<file path="config.mk">
export PLATFORM = sky130hd
export DESIGN_NAME = fine_pwm_gen
export DESIGN_NICKNAME = d
export VERILOG_FILES = /design/src/rtl/fpwm_pkg.sv /design/src/rtl/fpwm_prescaler.sv /design/src/rtl/fpwm_timebase.sv /design/src/rtl/fpwm_duty_out.sv /design/src/rtl/fpwm_postscaler.sv /design/src/rtl/fine_pwm_gen.sv
export SDC_FILE = /design/constraint.sdc
export NUM_CORES = 1
export LEC_CHECK = 0
export BUFFER_PORTS_ARGS = -buffer_cell sky130_fd_sc_hd__buf_2
export CORE_MARGIN = 5
export CORE_UTILIZATION = 35
export DETAILED_ROUTE_END_ITERATION = 12
export HOLD_SLACK_MARGIN = 0.15
export SYNTH_ARGS = -nofsm -noshare
export SYNTH_HDL_FRONTEND = slang
export SYNTH_SLANG_ARGS = --single-unit
</file>
<file path="constraint.sdc">
create_clock -name clk -period 4.2 [get_ports clk]
set_clock_uncertainty 0.1 [all_clocks]
set_input_delay 0.63 -clock clk [delete_from_list [all_inputs] [get_ports clk]]
set_output_delay 0.63 -clock clk [all_outputs]
set_load 0.05 [all_outputs]
</file>
<file path="src/rtl/fpwm_pkg.sv">
// Shared types and helpers for the fine-resolution PWM generator.
// Assumes the prescale select is a 2-bit code with both upper codes meaning 1:16.
package fpwm_pkg;

    // Prescale codes; the last two both select the slowest ratio.
    typedef enum logic [1:0] {
        PRE_X1      = 2'b00,
        PRE_X4      = 2'b01,
        PRE_X16     = 2'b10,
        PRE_X16_ALT = 2'b11
    } pre_sel_e;

    // Width of the prescale counter, enough for the 1:16 ratio.
    localparam int PRE_CNT_W = 4;

    // Terminal count of the prescaler for a given select code (ratio - 1).
    function automatic logic [PRE_CNT_W-1:0] pre_limit(input logic [1:0] sel);
        logic [PRE_CNT_W-1:0] lim;
        case (pre_sel_e'(sel))
            PRE_X1:  lim = 4'd0;
            PRE_X4:  lim = 4'd3;
            default: lim = 4'd15;
        endcase
        return lim;
    endfunction

endpackage

</file>
<file path="src/rtl/fpwm_prescaler.sv">
// Prescaler: divides the oscillator clock by 1, 4 or 16 and emits a
// one-clock step pulse that advances the fine (timer + sub-cycle) count.
// Assumes run is low whenever the generator is idle; the count clears then.
module fpwm_prescaler
    import fpwm_pkg::*;
(
    input  logic       clk,
    input  logic       rst_n,
    input  logic       run,
    input  logic [1:0] pre_sel,
    output logic       step_o
);

    logic [PRE_CNT_W-1:0] div_cnt;
    logic [PRE_CNT_W-1:0] div_lim;
    logic                 at_lim;

    // Decode the terminal count and flag when it is reached (>= covers a
    // ratio lowered while the counter is above the new limit).
    always_comb begin
        div_lim = pre_limit(pre_sel);
        at_lim  = (div_cnt >= div_lim);
        step_o  = run && at_lim;
    end

    // Divider counter: clears while idle, wraps at the terminal count.
    always_ff @(posedge clk) begin
        if (!rst_n)       div_cnt <= '0;
        else if (!run)    div_cnt <= '0;
        else if (at_lim)  div_cnt <= '0;
        else              div_cnt <= div_cnt + 1'b1;
    end

    // the divider never leaves a step pending across an idle cycle.
    a_r2_idle_clears_divider: assert property (@(posedge clk) disable iff (!rst_n)
        !run |=> (div_cnt == '0));

endmodule

</file>
<file path="src/rtl/fpwm_timebase.sv">
// Timebase: an 8-bit period timer with a 2-bit sub-cycle counter below it,
// together forming the fine count. Both step on the prescaler pulse; the
// period ends when the sub-cycle count is at its top and the timer has
// reached the period value. Assumes en low forces an idle state.
module fpwm_timebase #(
    parameter int TMR_W  = 8,
    parameter int FRAC_W = 2,
    localparam int FINE_W = TMR_W + FRAC_W
) (
    input  logic              clk,
    input  logic              rst_n,
    input  logic              en,
    input  logic              step,
    input  logic [TMR_W-1:0]  period,
    output logic [FINE_W-1:0] fine_o,
    output logic              match_o
);

    logic [TMR_W-1:0]  tmr_q;
    logic [FRAC_W-1:0] sub_q;
    logic              last_step;

    // Detect the final fine step of the period (>= also ends a period whose
    // limit was lowered below the running timer).
    always_comb begin
        last_step = (sub_q == {FRAC_W{1'b1}}) && (tmr_q >= period);
        match_o   = step && last_step;
        fine_o    = {tmr_q, sub_q};
    end

    // Fine counter: clear when idle or at the period end, otherwise advance.
    always_ff @(posedge clk) begin
        if (!rst_n || !en) begin
            tmr_q <= '0;
            sub_q <= '0;
        end else if (step) begin
            if (last_step) begin
                tmr_q <= '0;
                sub_q <= '0;
            end else begin
                {tmr_q, sub_q} <= {tmr_q, sub_q} + 1'b1;
            end
        end
    end

    // disabling returns the fine count to zero on the next clock.
    a_r8_idle_zero: assert property (@(posedge clk) disable iff (!rst_n)
        !en |=> (fine_o == '0));

    // a non-final position never wraps to zero while enabled.
    a_r2_no_early_wrap: assert property (@(posedge clk) disable iff (!rst_n)
        (en && (fine_o != '0) && !last_step) |=> (fine_o != '0));

endmodule

</file>
<file path="src/rtl/fpwm_duty_out.sv">
// Duty stage: holds the duty value captured at each period start and drives
// the registered PWM output high while the fine count is below it.
// Assumes load pulses exactly at period starts and active marks a running
// timebase. Output lags the fine count by one clock.
module fpwm_duty_out #(
    parameter int DUTY_W = 10
) (
    input  logic              clk,
    input  logic              rst_n,
    input  logic              active,
    input  logic              load,
    input  logic [DUTY_W-1:0] duty_in,
    input  logic [DUTY_W-1:0] fine,
    output logic              pwm_o
);

    logic [DUTY_W-1:0] duty_buf;
    logic              below;

    // Compare the running fine count with the buffered duty.
    always_comb below = (fine < duty_buf);

    // Duty buffer: capture the host value only at a period start.
    always_ff @(posedge clk) begin
        if (!rst_n)    duty_buf <= '0;
        else if (load) duty_buf <= duty_in;
    end

    // Output register: high while running and below the duty point.
    always_ff @(posedge clk) begin
        if (!rst_n) pwm_o <= 1'b0;
        else        pwm_o <= active && below;
    end

    // the buffered duty changes only at a period start.
    a_r6_duty_held: assert property (@(posedge clk) disable iff (!rst_n)
        !load |=> $stable(duty_buf));

    // a zero duty never lets the output rise.
    a_r4_zero_duty_low: assert property (@(posedge clk) disable iff (!rst_n)
        (duty_buf == '0) |=> !pwm_o);

    // the output is low on the clock after any reset cycle.
    a_r1_reset_low: assert property (@(posedge clk)
        !rst_n |=> !pwm_o);

endmodule

</file>
<file path="src/rtl/fpwm_postscaler.sv">
// Postscaler: counts period matches and pulses the event output for one
// clock on every (sel + 1)-th match. Assumes matches are at least two clocks
// apart (a period is never shorter than four clocks).
module fpwm_postscaler #(
    parameter int POST_W = 4
) (
    input  logic              clk,
    input  logic              rst_n,
    input  logic              en,
    input  logic              match,
    input  logic [POST_W-1:0] sel,
    output logic              evt_o
);

    logic [POST_W-1:0] match_cnt;
    logic              at_sel;

    // Flag the match that completes the selected group.
    always_comb at_sel = (match_cnt >= sel);

    // Match counter: clear when idle, wrap after the selected count.
    always_ff @(posedge clk) begin
        if (!rst_n || !en)  match_cnt <= '0;
        else if (match)     match_cnt <= at_sel ? '0 : match_cnt + 1'b1;
    end

    // Event register: one clock high for the completing match.
    always_ff @(posedge clk) begin
        if (!rst_n) evt_o <= 1'b0;
        else        evt_o <= en && match && at_sel;
    end

    // the event is a single-clock pulse.
    a_r7_single_pulse: assert property (@(posedge clk) disable iff (!rst_n)
        evt_o |=> !evt_o);

    // no event follows a disabled cycle.
    a_r8_no_evt_idle: assert property (@(posedge clk) disable iff (!rst_n)
        !en |=> !evt_o);

endmodule

</file>
<file path="src/rtl/fine_pwm_gen.sv">
// Fine-resolution PWM generator top. Wires the prescaler, the timer with
// its sub-cycle counter, the buffered duty stage and the postscaler.
// The first clock with en high starts a period and captures the duty.
// Assumes all inputs are synchronous to clk.
module fine_pwm_gen #(
    parameter int TMR_W  = 8,
    parameter int FRAC_W = 2,
    parameter int POST_W = 4,
    localparam int DUTY_W = TMR_W + FRAC_W
) (
    input  logic              clk,
    input  logic              rst_n,
    input  logic              en_i,
    input  logic [TMR_W-1:0]  period_i,
    input  logic [TMR_W-1:0]  duty_hi_i,
    input  logic [FRAC_W-1:0] duty_lo_i,
    input  logic [1:0]        pre_sel_i,
    input  logic [POST_W-1:0] post_sel_i,
    output logic              pwm_o,
    output logic              evt_o
);

    logic              run_q;
    logic              active;
    logic              start;
    logic              step;
    logic              match;
    logic [DUTY_W-1:0] fine;
    logic [DUTY_W-1:0] duty_word;

    // Track whether the previous clock was enabled.
    always_ff @(posedge clk) begin
        if (!rst_n) run_q <= 1'b0;
        else        run_q <= en_i;
    end

    // Running state, period start and the combined duty word.
    always_comb begin
        active    = en_i && run_q;
        start     = (en_i && !run_q) || match;
        duty_word = {duty_hi_i, duty_lo_i};
    end

    fpwm_prescaler u_presc (
        .clk     (clk),
        .rst_n   (rst_n),
        .run     (active),
        .pre_sel (pre_sel_i),
        .step_o  (step)
    );

    fpwm_timebase #(.TMR_W(TMR_W), .FRAC_W(FRAC_W)) u_tbase (
        .clk     (clk),
        .rst_n   (rst_n),
        .en      (en_i),
        .step    (step),
        .period  (period_i),
        .fine_o  (fine),
        .match_o (match)
    );

    fpwm_duty_out #(.DUTY_W(DUTY_W)) u_duty (
        .clk     (clk),
        .rst_n   (rst_n),
        .active  (active),
        .load    (start),
        .duty_in (duty_word),
        .fine    (fine),
        .pwm_o   (pwm_o)
    );

    fpwm_postscaler #(.POST_W(POST_W)) u_post (
        .clk   (clk),
        .rst_n (rst_n),
        .en    (en_i),
        .match (match),
        .sel   (post_sel_i),
        .evt_o (evt_o)
    );

    // an event only follows a period match.
    a_r7_evt_after_match: assert property (@(posedge clk) disable iff (!rst_n)
        $rose(evt_o) |-> $past(match));

    // the output is low on the clock after a disabled sample.
    a_r8_out_low_off: assert property (@(posedge clk) disable iff (!rst_n)
        !en_i |=> !pwm_o);

endmodule

</file>
==> results of run 1 <==
synth_stat cells (2+ instances only):
master	count	area (µm²)
inv_1	31	116
dfxtp_1	31	621
clkbuf_1	5	18.8
ha_1	28	350
nand4bb_1	2	22.5
nand2b_1	4	25.0
a31oi_1	4	25.0
mux2i_1	10	100
a21o_1	2	15.0
buf_2	2	10.0
nor3_1	3	15.0
nand2_1	34	128
a21oi_1	13	65.1
nor2_1	12	45.0
o31ai_1	4	30.0
or3_1	5	31.3
nand4_1	3	18.8
o21ai_0	7	35.0
nand3_1	8	40.0
or4_1	4	30.0
cell type report:
| class | count | area (µm²) | area share, % |
|---|---|---|---|
| well taps | 72 | 90.1 | 4.01 |
| clock buffers | 7 | 76.3 | 3.40 |
| inverters | 31 | 116 | 5.18 |
| clock inverters | 1 | 5.00 | 0.223 |
| repair buffers | 30 | 155 | 6.91 |
| multi-input cells | 167 | 1180 | 52.6 |
| flip-flops and latches | 31 | 621 | 27.6 |
routing by layer:
metal | GRT usage [%] | up-vias | part of all wire, %
met4 | 3.45 | 0 | 1.5
li1 | - | 887 | -
met5 | 0 | - | 0
met3 | 3.34 | 7 | 5.1
met2 | 19.4 | 37 | 46
met1 | 15.3 | 756 | 48
cell families after synthesis:
group,after synthesis,synth area share (%)
fa+ha+maj,28,18.0
compound gates,45,15.6
flops,31,31.9
buf+inv,38,7.46
mux,10,5.14
simple gates,82,21.1
xor+xnor,2,0.900
path summary, 6_finish.rpt:
check,startpoint,endpoint,slack (ns),cells past startpoint
hold / removal,u_duty.duty_buf[3]$_SDFFE_PN0P_,u_duty.duty_buf[3]$_SDFFE_PN0P_,0.36,2
setup reg to reg,u_presc.div_cnt[0]$_SDFF_PP0_,u_tbase.tmr_q[3]$_SDFFE_PP0P_,1.53,7
setup / recovery,pre_sel_i[1],u_tbase.tmr_q[3]$_SDFFE_PP0P_,1.21,8
hold reg to reg,u_duty.duty_buf[3]$_SDFFE_PN0P_,u_duty.duty_buf[3]$_SDFFE_PN0P_,0.36,2
through the flow:
stage	instances	hold WS (ns)	setup slack [ns]
floorplan	236	0.330	1.37
global placement	331	0.345	1.09
detailed placement	331	0.348	0.971
CTS	339	0.360	1.24
global route	339	0.373	1.02
finish	339	0.357	1.21
critical path, stage by stage:
cell	delay, ns
buf_2	0.10
or2_2	0.30
ha_1	0.27
nand2b_1	0.15
a2111oi_2	0.53
or3_1	0.52
o21ai_0	0.36
a21oi_1	0.22
sequential cells by signal, summed over array words and instances (netlist names):
register          cells
run_q                 1
u_duty.duty_buf      10
u_duty.pwm_o          1
u_post.evt_o          1
u_post.match_cnt      4
u_presc.div_cnt       4
u_tbase.sub_q         2
u_tbase.tmr_q         8
power groups by stage:
| stage | registers, mW | clock network [mW] | logic, mW |
|---|---|---|---|
| 2_1_floorplan | 0.312 | 0 | 0.0405 |
| 3_3_place_gp | 0.311 | 0 | 0.0614 |
| 3_5_place_dp | 0.312 | 0 | 0.0622 |
| 4_1_cts | 0.305 | 0.231 | 0.0626 |
| 5_1_grt | 0.305 | 0.244 | 0.0726 |
| 6_report | 0.305 | 0.223 | 0.0613 |
==> impl_results.md, run 1 <==
* Die H at between 80 and 90 µm
* Period Utilization, post-route at 71.2%
* Drt via density at 4.98
* Clk root buf: clkbuf_8
* First-pass GRT wire length at 7090 µm
* Max Cap Viol at 0
* Setup TNS at 0 ns
* Initial core utilization at roughly 36%
* CTS max path bufs at 2
* Mapped Cells at 236
* CTS tree: done
* Gr ovfl total at 0
* Switch Pwr at ~0.14 mW
* Die area at 7150 µm²
* Core area at 5470 µm²
* Ys async rst share at 0%
* Cell Rows at 27
* Total power at 0.589 mW
* Kind of critical path: primary input to flip-flop
* Port Buffer Count at 28
* Setup violators final at 0
* Crit. End Element: flip-flop
* Most common cell after layout, fill and taps aside: nand2_1
* Final min period at 2.99 ns
* CTS HTree Levels at 2
* WP data required at 4.30 ns
* Max-slew violations at 0
* Net Count, Synth at 291
* Final Cell Area at roughly 2200 µm²
* Pint at ~0.45 mW
* Filler cells at ~560
* Synthesized flop and latch total at 31
* I/O pins at 29
* Number of global-route vias before repair at 1582
* Total leakage power at 0.983 nW
* DR DRC count at 0
* Share of layout cells above drive strength 1 at approximately 15%
* Netlist Area Pre-Place at a little under 2000 µm²
* Initial antenna violation count at 0
* Cts repair resizes at 0
* Area Growth Syn to Fin at 15.3%
* Slew Limit Headroom at 56.3%
* Fmax achieved at 334 MHz
* Number of flops mapped to enable cells by yosys at 0
* Clk sink count at 31
* Antenna Violating Nets Remaining at 0
* Ys Warns at 0
* Register area share after synthesis at between 30% and 40%
* Clk slew on worst S/H paths at 0.07 ns
* PD cells at 262 nW/µm²
* Routability Congestion at 0.751
* Routed vias at 1687
* # diodes at 0
* Post-synthesis cell type count at between 40 and 50
* Critical Path Start Type: primary input
* CP Data Arrival Time at 3.09 ns
* Net count, final at 321
* Initial drt markers at 72
* CP max FO at 16
* CTS Buf Count at 5
* Outcome: complete, no violations
* Setup bufs post-CTS at 0
* Dpl hpwl at 3070 µm
* TritonRoute pass-1 iters at 4
* Main flop type after synthesis: dfxtp_1
* Most frequent cells in the layout: nand2_1, inv_1, dfxtp_1
* Core Util, Final at 41.0%
* Clock share of power at 37.8%
* Dpl cell area at 2160 µm²
* Register share of total power at 51.8%
* GRT Total Usage at 11.9%
* Tightest Hold Check Type: flip-flop to flip-flop
* Largest net degree at the start of global routing at 23
* Latest clock arrival within the worst-skew pair at 0.28 ns
* Final-report hold violation count at 0
* Wirelength per Cell at 11.8 µm
* Total Wirelength at 4000 µm
* Combinational Power Share at a little over a tenth
* Worst Tran Pin Value at between 0.6 and 0.7 ns
* VDD IR max at 149 µV
* Avg Cell Area, Syn at 8.25 µm²
* CTS Hold Bufs at 0
* RSZ-0062 raised after global routing: no
* Die W at 84.6 µm
* Sw Ratio at 24.1%
Note: power is estimated with default switching activity, not from simulation.
==> run 2: changes to the inputs <==
==> constraint.sdc (replaced) <==
create_clock -name clk -period 2.5 [get_ports clk]
set_clock_uncertainty 0.1 [all_clocks]
set_input_delay 0.375 -clock clk [delete_from_list [all_inputs] [get_ports clk]]
set_output_delay 0.375 -clock clk [all_outputs]
set_load 0.05 [all_outputs]
==> run 2 against run 1 <==
Worst setup slack got worse by 1.0 ns. Clock-buffer cell count decreased by 1. Critical endpoint is now u_tbase.tmr_q[2]$_SDFFE_PP0P_. Sequential power increased by 68%.
==> impl_results.md, run 2 (synthesized netlist as in run 1, its figures left out) <==
* Outcome: complete, no violations (unchanged)
* Max Cap Viol at 0 (unchanged)
* Antenna Violating Nets Remaining at 0 (unchanged)
* Period Utilization, post-route at between 90% and 100%
* FF-to-FF path depth at 8 (was 7)
* Worst Tran Pin Value at 0.575 ns (was 0.651 ns)
* TritonRoute pass-1 iters at 4 (unchanged)
* Total leakage power at 1.04 nW (was 0.983 nW)
* Largest regs: u_duty.duty_buf: 10 flops, u_tbase.tmr_q: 8 flops (unchanged)
* WP data required at 2.61 ns (was 4.30 ns)
* Most common cell after layout, fill and taps aside: nand2_1 (unchanged)
* I/O pins at 29 (unchanged)
* Clk root buf: clkbuf_8 (unchanged)
* CTS HTree Levels at 2 (unchanged)
* Tightest Hold Check Type: primary input to flip-flop (was flip-flop to flip-flop)
* Kind of critical path: primary input to flip-flop (unchanged)
* Routed vias at 1683 (was 1687)
* Number of global-route vias before repair at 1567 (was 1582)
* Crit. End Element: flip-flop (unchanged)
* CTS Buf Count at 5 (unchanged)
* Fin cells at 349 (was 339)
* PD cells at 418 nW/µm² (was 262 nW/µm²)
* Initial drt markers at 61 (was 72)
* VDD IR max at 242 µV (was 149 µV)
* Most flop-heavy register: u_duty.duty_buf (unchanged)
* Core Util, Final at 43.1% (was 41.0%)
* Die area at 7150 µm² (unchanged)
* Total power at 0.987 mW (was 0.589 mW)
* Die W at 84.6 µm (unchanged)
* GRT Total Usage at 11.8% (was 11.9%)
* CP Data Arrival Time at 2.40 ns (was 3.09 ns)
* Crit. Startpoint: pre_sel_i[1] (unchanged)
* Largest register FFs at 10 (unchanged)
* Die H at 84.6 µm (unchanged)
* Drt via density at 4.82 (was 4.98)
* Critical Path Start Type: primary input (unchanged)
* Initial core utilization at 35.6% (unchanged)
* Post-layout worst setup margin at 0.213 ns (was 1.21 ns)
* Initial antenna violation count at 0 (unchanged)
* Core area at 5470 µm² (unchanged)
* Dpl hpwl at 3170 µm (was 3070 µm)
* Clk slew on worst S/H paths at 0.06 ns (was 0.07 ns)
* Inst Count DP at 343 (was 331)
* Largest net degree at the start of global routing at 22 (was 23)
* Routability Congestion at 0.795 (was 0.751)
* Final-report hold violation count at 0 (unchanged)
* Most frequent cells in the layout: nand2_1, inv_1, dfxtp_1 (unchanged)
* CTS tree: done (unchanged)
* CP max FO at 6 (was 16)
* # diodes at 0 (unchanged)
* Cell Rows at 27 (unchanged)
* Area Growth Syn to Fin at 21.3% (was 15.3%)
* Clk sink count at 31 (unchanged)
* Final min period at 2.29 ns
* Gr ovfl total at 0 (unchanged)
* Share of layout cells above drive strength 1 at 18.8% (was 14.6%)
* Fmax achieved at 437 MHz
* Total Wirelength at 3950 µm (was 4000 µm)
* First-pass GRT wire length at 6860 µm (was 7090 µm)
* RSZ-0062 raised after global routing: no (unchanged)
* Critical R2R Launch: u_presc.div_cnt[0]$_SDFF_PP0_ (unchanged)
* CTS Hold Bufs at 0 (unchanged)
* Max-slew violations at 0 (unchanged)
* Slew Limit Headroom at 61.3% (was 56.3%)
* Latest clock arrival within the worst-skew pair at 0.28 ns (about the same)
* Hold Crit Start: duty_lo_i[1] (was u_duty.duty_buf[3]$_SDFFE_PN0P_)
* Register share of total power at 51.9% (was 51.8%)
* Cts repair resizes at 0 (unchanged)
* Setup bufs post-CTS at 0 (unchanged)
* Sw Ratio at 23.9% (was 24.1%)
* Pre-CTS setup slack at -0.0711 ns (was 0.971 ns)
* Port Buffer Count at 28 (unchanged)
* Pint at 0.751 mW (was 0.447 mW)
* CTS max path bufs at 2 (unchanged)
* Net count, final at 333 (was 321)
* Setup violators final at 0 (unchanged)
* Hold-critical path depth at 3 (was 2)
* Combinational Power Share at 11.8% (was 10.4%)
* Clock share of power at 36.3% (was 37.8%)
* Switch Pwr at 0.236 mW (was 0.142 mW)
* DR DRC count at 0 (unchanged)
* Wirelength per Cell at 11.3 µm (was 11.8 µm)
* Setup TNS at 0 ns (unchanged)
==> run 2: critical path, cell delays in order <==
cell       delay [ns]
buf_2            0.11
or2_4            0.26
ha_4             0.26
nand2b_4         0.11
a2111oi_4        0.07
or4b_1           0.56
buf_4            0.18
or3_1            0.34
a21oi_1          0.14
==> run 2: final cells by class <==
class	count	area (µm²)
well taps	72	90.1
clock buffers	6	72.6
inverters	31	116
fillers	573	3110
flip-flops and latches	31	621
multi-input cells	167	1220
repair buffers	42	245
==> run 2: routing by layer <==
layer  GRT usage (%)  routed length [µm]  vias up
met1            15.2                2050      739
met2            18.3                1660       25
met4            5.18                  74        0
met3            3.24                 169        7
met5               0                   0        -
li1                -                   -      912
==> run 2: worst paths after layout <==
path	end	slack [ns]
max	u_tbase.tmr_q[2]$_SDFFE_PP0P_	0.21
min	u_duty.duty_buf[1]$_SDFFE_PN0P_	0.23
max reg2reg	u_tbase.tmr_q[2]$_SDFFE_PP0P_	0.21
min reg2reg	u_duty.duty_buf[1]$_SDFFE_PN0P_	0.36
==> run 2: power groups by stage <==
stage / Combinational (mW) / Clock, mW / Sequential (mW)
after floorplan: 0.0746 / 0 / 0.524
after global placement: 0.117 / 0 / 0.523
after detailed placement: 0.118 / 0 / 0.523
after CTS: 0.119 / 0.371 / 0.512
after global routing: 0.136 / 0.392 / 0.514
final: 0.117 / 0.358 / 0.512
==> run 2: metrics by stage <==
step / area, µm² / hold slack [ns]
floorplan: 1980 / 0.330
global placement: 2290 / 0.345
detailed placement: 2290 / 0.350
CTS: 2360 / 0.226
global route: 2360 / 0.241
finish: 2360 / 0.233
==> run 3: changes to the inputs <==
--- a/config.mk
+++ b/config.mk
@@ -8,7 +8,9 @@
 export BUFFER_PORTS_ARGS = -buffer_cell sky130_fd_sc_hd__buf_2
 export CORE_MARGIN = 5
 export CORE_UTILIZATION = 35
+export CTS_CLUSTER_SIZE = 10
 export DETAILED_ROUTE_END_ITERATION = 12
+export GPL_ROUTABILITY_DRIVEN = 0
 export HOLD_SLACK_MARGIN = 0.15
 export SYNTH_ARGS = -nofsm -noshare
 export SYNTH_HDL_FRONTEND = slang
==> constraint.sdc (replaced) <==
create_clock -name clk -period 2.9 [get_ports clk]
set_clock_uncertainty 0.1 [all_clocks]
set_input_delay 0.435 -clock clk [delete_from_list [all_inputs] [get_ports clk]]
set_output_delay 0.435 -clock clk [all_outputs]
set_load 0.05 [all_outputs]
==> run 3 against run 2 <==
Final cell count is 1.7% lower. Sequential cell count did not move. Largest cell class unchanged. Sequential power shrank 14%. Worst setup slack better by 0.16 ns. Worst hold slack improved by 0.056 ns.
==> impl_results.md, run 3 (synthesized netlist as in run 1, its figures left out) <==
* CTS HTree Levels at 2 (unchanged)
* CP Data Arrival Time at 2.64 ns (was 2.40 ns)
* PD cells at 394 nW/µm² (was 418 nW/µm²)
* Fmax achieved at approximately 400 MHz
* FF+latch area at 621 µm² (unchanged)
* Net count, final at 325 (was 333)
* Dpl cell area at 2190 µm² (was 2290 µm²)
* Register share of total power at 48.8% (was 51.9%)
* Die W at 84.6 µm (unchanged)
* VDD IR max at 178 µV (was 242 µV)
* Most flop-heavy register: u_duty.duty_buf (unchanged)
* Initial antenna violation count at 0 (unchanged)
* Clk slew on worst S/H paths at 0.06 ns (about the same)
* Initial core utilization at 35.6% (unchanged)
* GRT Total Usage at 12.2% (was 11.8%)
* Area Growth Syn to Fin at 17.8% (was 21.3%)
* Largest register FFs at 10 (unchanged)
* DR DRC count at 0 (unchanged)
* Filler cells at 607 (was 573)
* Gr ovfl total at 0 (unchanged)
* Cell Rows at 27 (unchanged)
* Clk sink count at 31 (unchanged)
* Total Wirelength at 4020 µm (was 3950 µm)
* Total leakage power at 1.01 nW (was 1.04 nW)
* CTS tree: done (unchanged)
* Die area at 7150 µm² (unchanged)
* Cts repair resizes at 0 (unchanged)
* Tightest Hold Check Type: primary input to flip-flop (unchanged)
* Clk root buf: clkbuf_8 (unchanged)
* Critical Path Start Type: primary input (unchanged)
* # diodes at 0 (unchanged)
* Multi-input logic area at 1180 µm² (was 1220 µm²)
* Setup violators final at 0 (unchanged)
* CTS Buf Count at 5 (unchanged)
* Most common cell after layout, fill and taps aside: nand2_1 (unchanged)
* CTS max path bufs at 2 (unchanged)
* Max Cap Viol at 0 (unchanged)
* Number of global-route vias before repair at 1687 (was 1567)
* Combinational Power Share at 9.9% (was 11.8%)
* Period Utilization, post-route at 87.3%
* Latest clock arrival within the worst-skew pair at 0.28 ns (about the same)
* Worst Tran Pin Value at 0.602 ns (was 0.575 ns)
* Dpl hpwl at 3120 µm (was 3170 µm)
* WP data required at 3.01 ns (was 2.61 ns)
* Antenna Violating Nets Remaining at 0 (unchanged)
* Outcome: complete, no violations (unchanged)
* Setup bufs post-CTS at 0 (unchanged)
* Port Buffer Count at 28 (unchanged)
* Slew Limit Headroom at 59.6% (was 61.3%)
* Kind of critical path: primary input to flip-flop (unchanged)
* TritonRoute pass-1 iters at 4 (unchanged)
* Final Cell Area at 2290 µm² (was 2360 µm²)
* Clock share of power at 41.2% (was 36.3%)
* Final min period at 2.53 ns
* Drt via density at 5.00 (was 4.82)
* Switch Pwr at 0.208 mW (was 0.236 mW)
* Routed vias at 1715 (was 1683)
* Sw Ratio at 23.1% (was 23.9%)
* Wirelength per Cell at 11.7 µm (was 11.3 µm)
* RSZ-0062 raised after global routing: no (unchanged)
* Most frequent cells in the layout: nand2_1, inv_1, dfxtp_1 (unchanged)
* Core area at 5470 µm² (unchanged)
* Setup TNS at 0 ns (unchanged)
* Largest net degree at the start of global routing at 23 (was 22)
* CTS Hold Bufs at 0 (unchanged)
* Share of layout cells above drive strength 1 at 16.2% (was 18.8%)
* Max-slew violations at 0 (unchanged)
* I/O pins at 29 (unchanged)
* Initial drt markers at 48 (was 61)
* Die H at 84.6 µm (unchanged)
* Final-report hold violation count at 0 (unchanged)
* Crit. End Element: flip-flop (unchanged)
* Largest regs: u_duty.duty_buf: 10 flops, u_tbase.tmr_q: 8 flops (unchanged)
* First-pass GRT wire length at 7110 µm (was 6860 µm)
* Pint at 0.696 mW (was 0.751 mW)
* CP max FO at 8 (was 6)
==> run 3: through the flow <==
| step | hold slack [ns] | instances | utilization [%] | total power, mW | worst slack (ns) |
|---|---|---|---|---|---|
| finish | 0.289 | 343 | 41.9 | 0.904 | 0.370 |
| global route | 0.277 | 343 | 41.9 | 0.958 | 0.187 |
| CTS | 0.279 | 343 | 41.9 | 0.922 | 0.379 |
| detailed placement | 0.351 | 335 | 40.1 | 0.543 | 0.0946 |
| global placement | 0.345 | 335 | 40.1 | 0.540 | 0.151 |
| floorplan | 0.330 | 236 | - | 0.510 | 0.269 |
==> run 3: metal layers <==
| layer | vias to the layer above | global-route usage (%) | share of wire, % |
|---|---|---|---|
| li1 | 893 | - | - |
| met1 | 779 | 14.0 | 45 |
| met2 | 31 | 20.1 | 46 |
| met5 | - | 0 | 0 |
| met4 | 0 | 5.18 | 2.9 |
| met3 | 12 | 4.71 | 5.4 |
==> run 3: power groups by stage <==
stage / combinational [mW] / sequential, mW / clock (mW)
finish: 0.0899 / 0.442 / 0.373
global route: 0.106 / 0.442 / 0.409
CTS: 0.0922 / 0.442 / 0.388
detailed placement: 0.0916 / 0.451 / 0
global placement: 0.0886 / 0.451 / 0
floorplan: 0.0586 / 0.451 / 0
==> run 3: layout make-up <==
| class | instances | area share [%] |
|---|---|---|
| clock buffer | 8 | 4.36 |
| timing repair buffer | 34 | 8.07 |
| sequential | 31 | 27.1 |
| tap | 72 | 3.93 |
| multi-input combinational | 167 | 51.5 |
| inverter | 31 | 5.07 |
==> run 3: critical path: stages <==
cell and delay (ns):
buf_2 0.11, or2_2 0.30, ha_1 0.27, nand2b_1 0.11, a2111oi_2 0.10, or3_1 0.50, buf_4 0.21, or4_1 0.47
a21oi_1 0.14
==> run 3: final timing paths <==
| check | startpoint | to | slack (ns) | cells after the start |
|---|---|---|---|---|
| worst max-delay path | pre_sel_i[1] | u_tbase.tmr_q[3]$_SDFFE_PP0P_ | 0.37 | 9 |
| worst min-delay path | duty_hi_i[5] | u_duty.duty_buf[7]$_SDFFE_PN0P_ | 0.29 | 3 |
| worst max register to register | u_presc.div_cnt[0]$_SDFF_PP0_ | u_tbase.tmr_q[3]$_SDFFE_PP0P_ | 0.49 | 8 |
| worst min register to register | u_duty.duty_buf[7]$_SDFFE_PN0P_ | u_duty.duty_buf[7]$_SDFFE_PN0P_ | 0.35 | 2 |
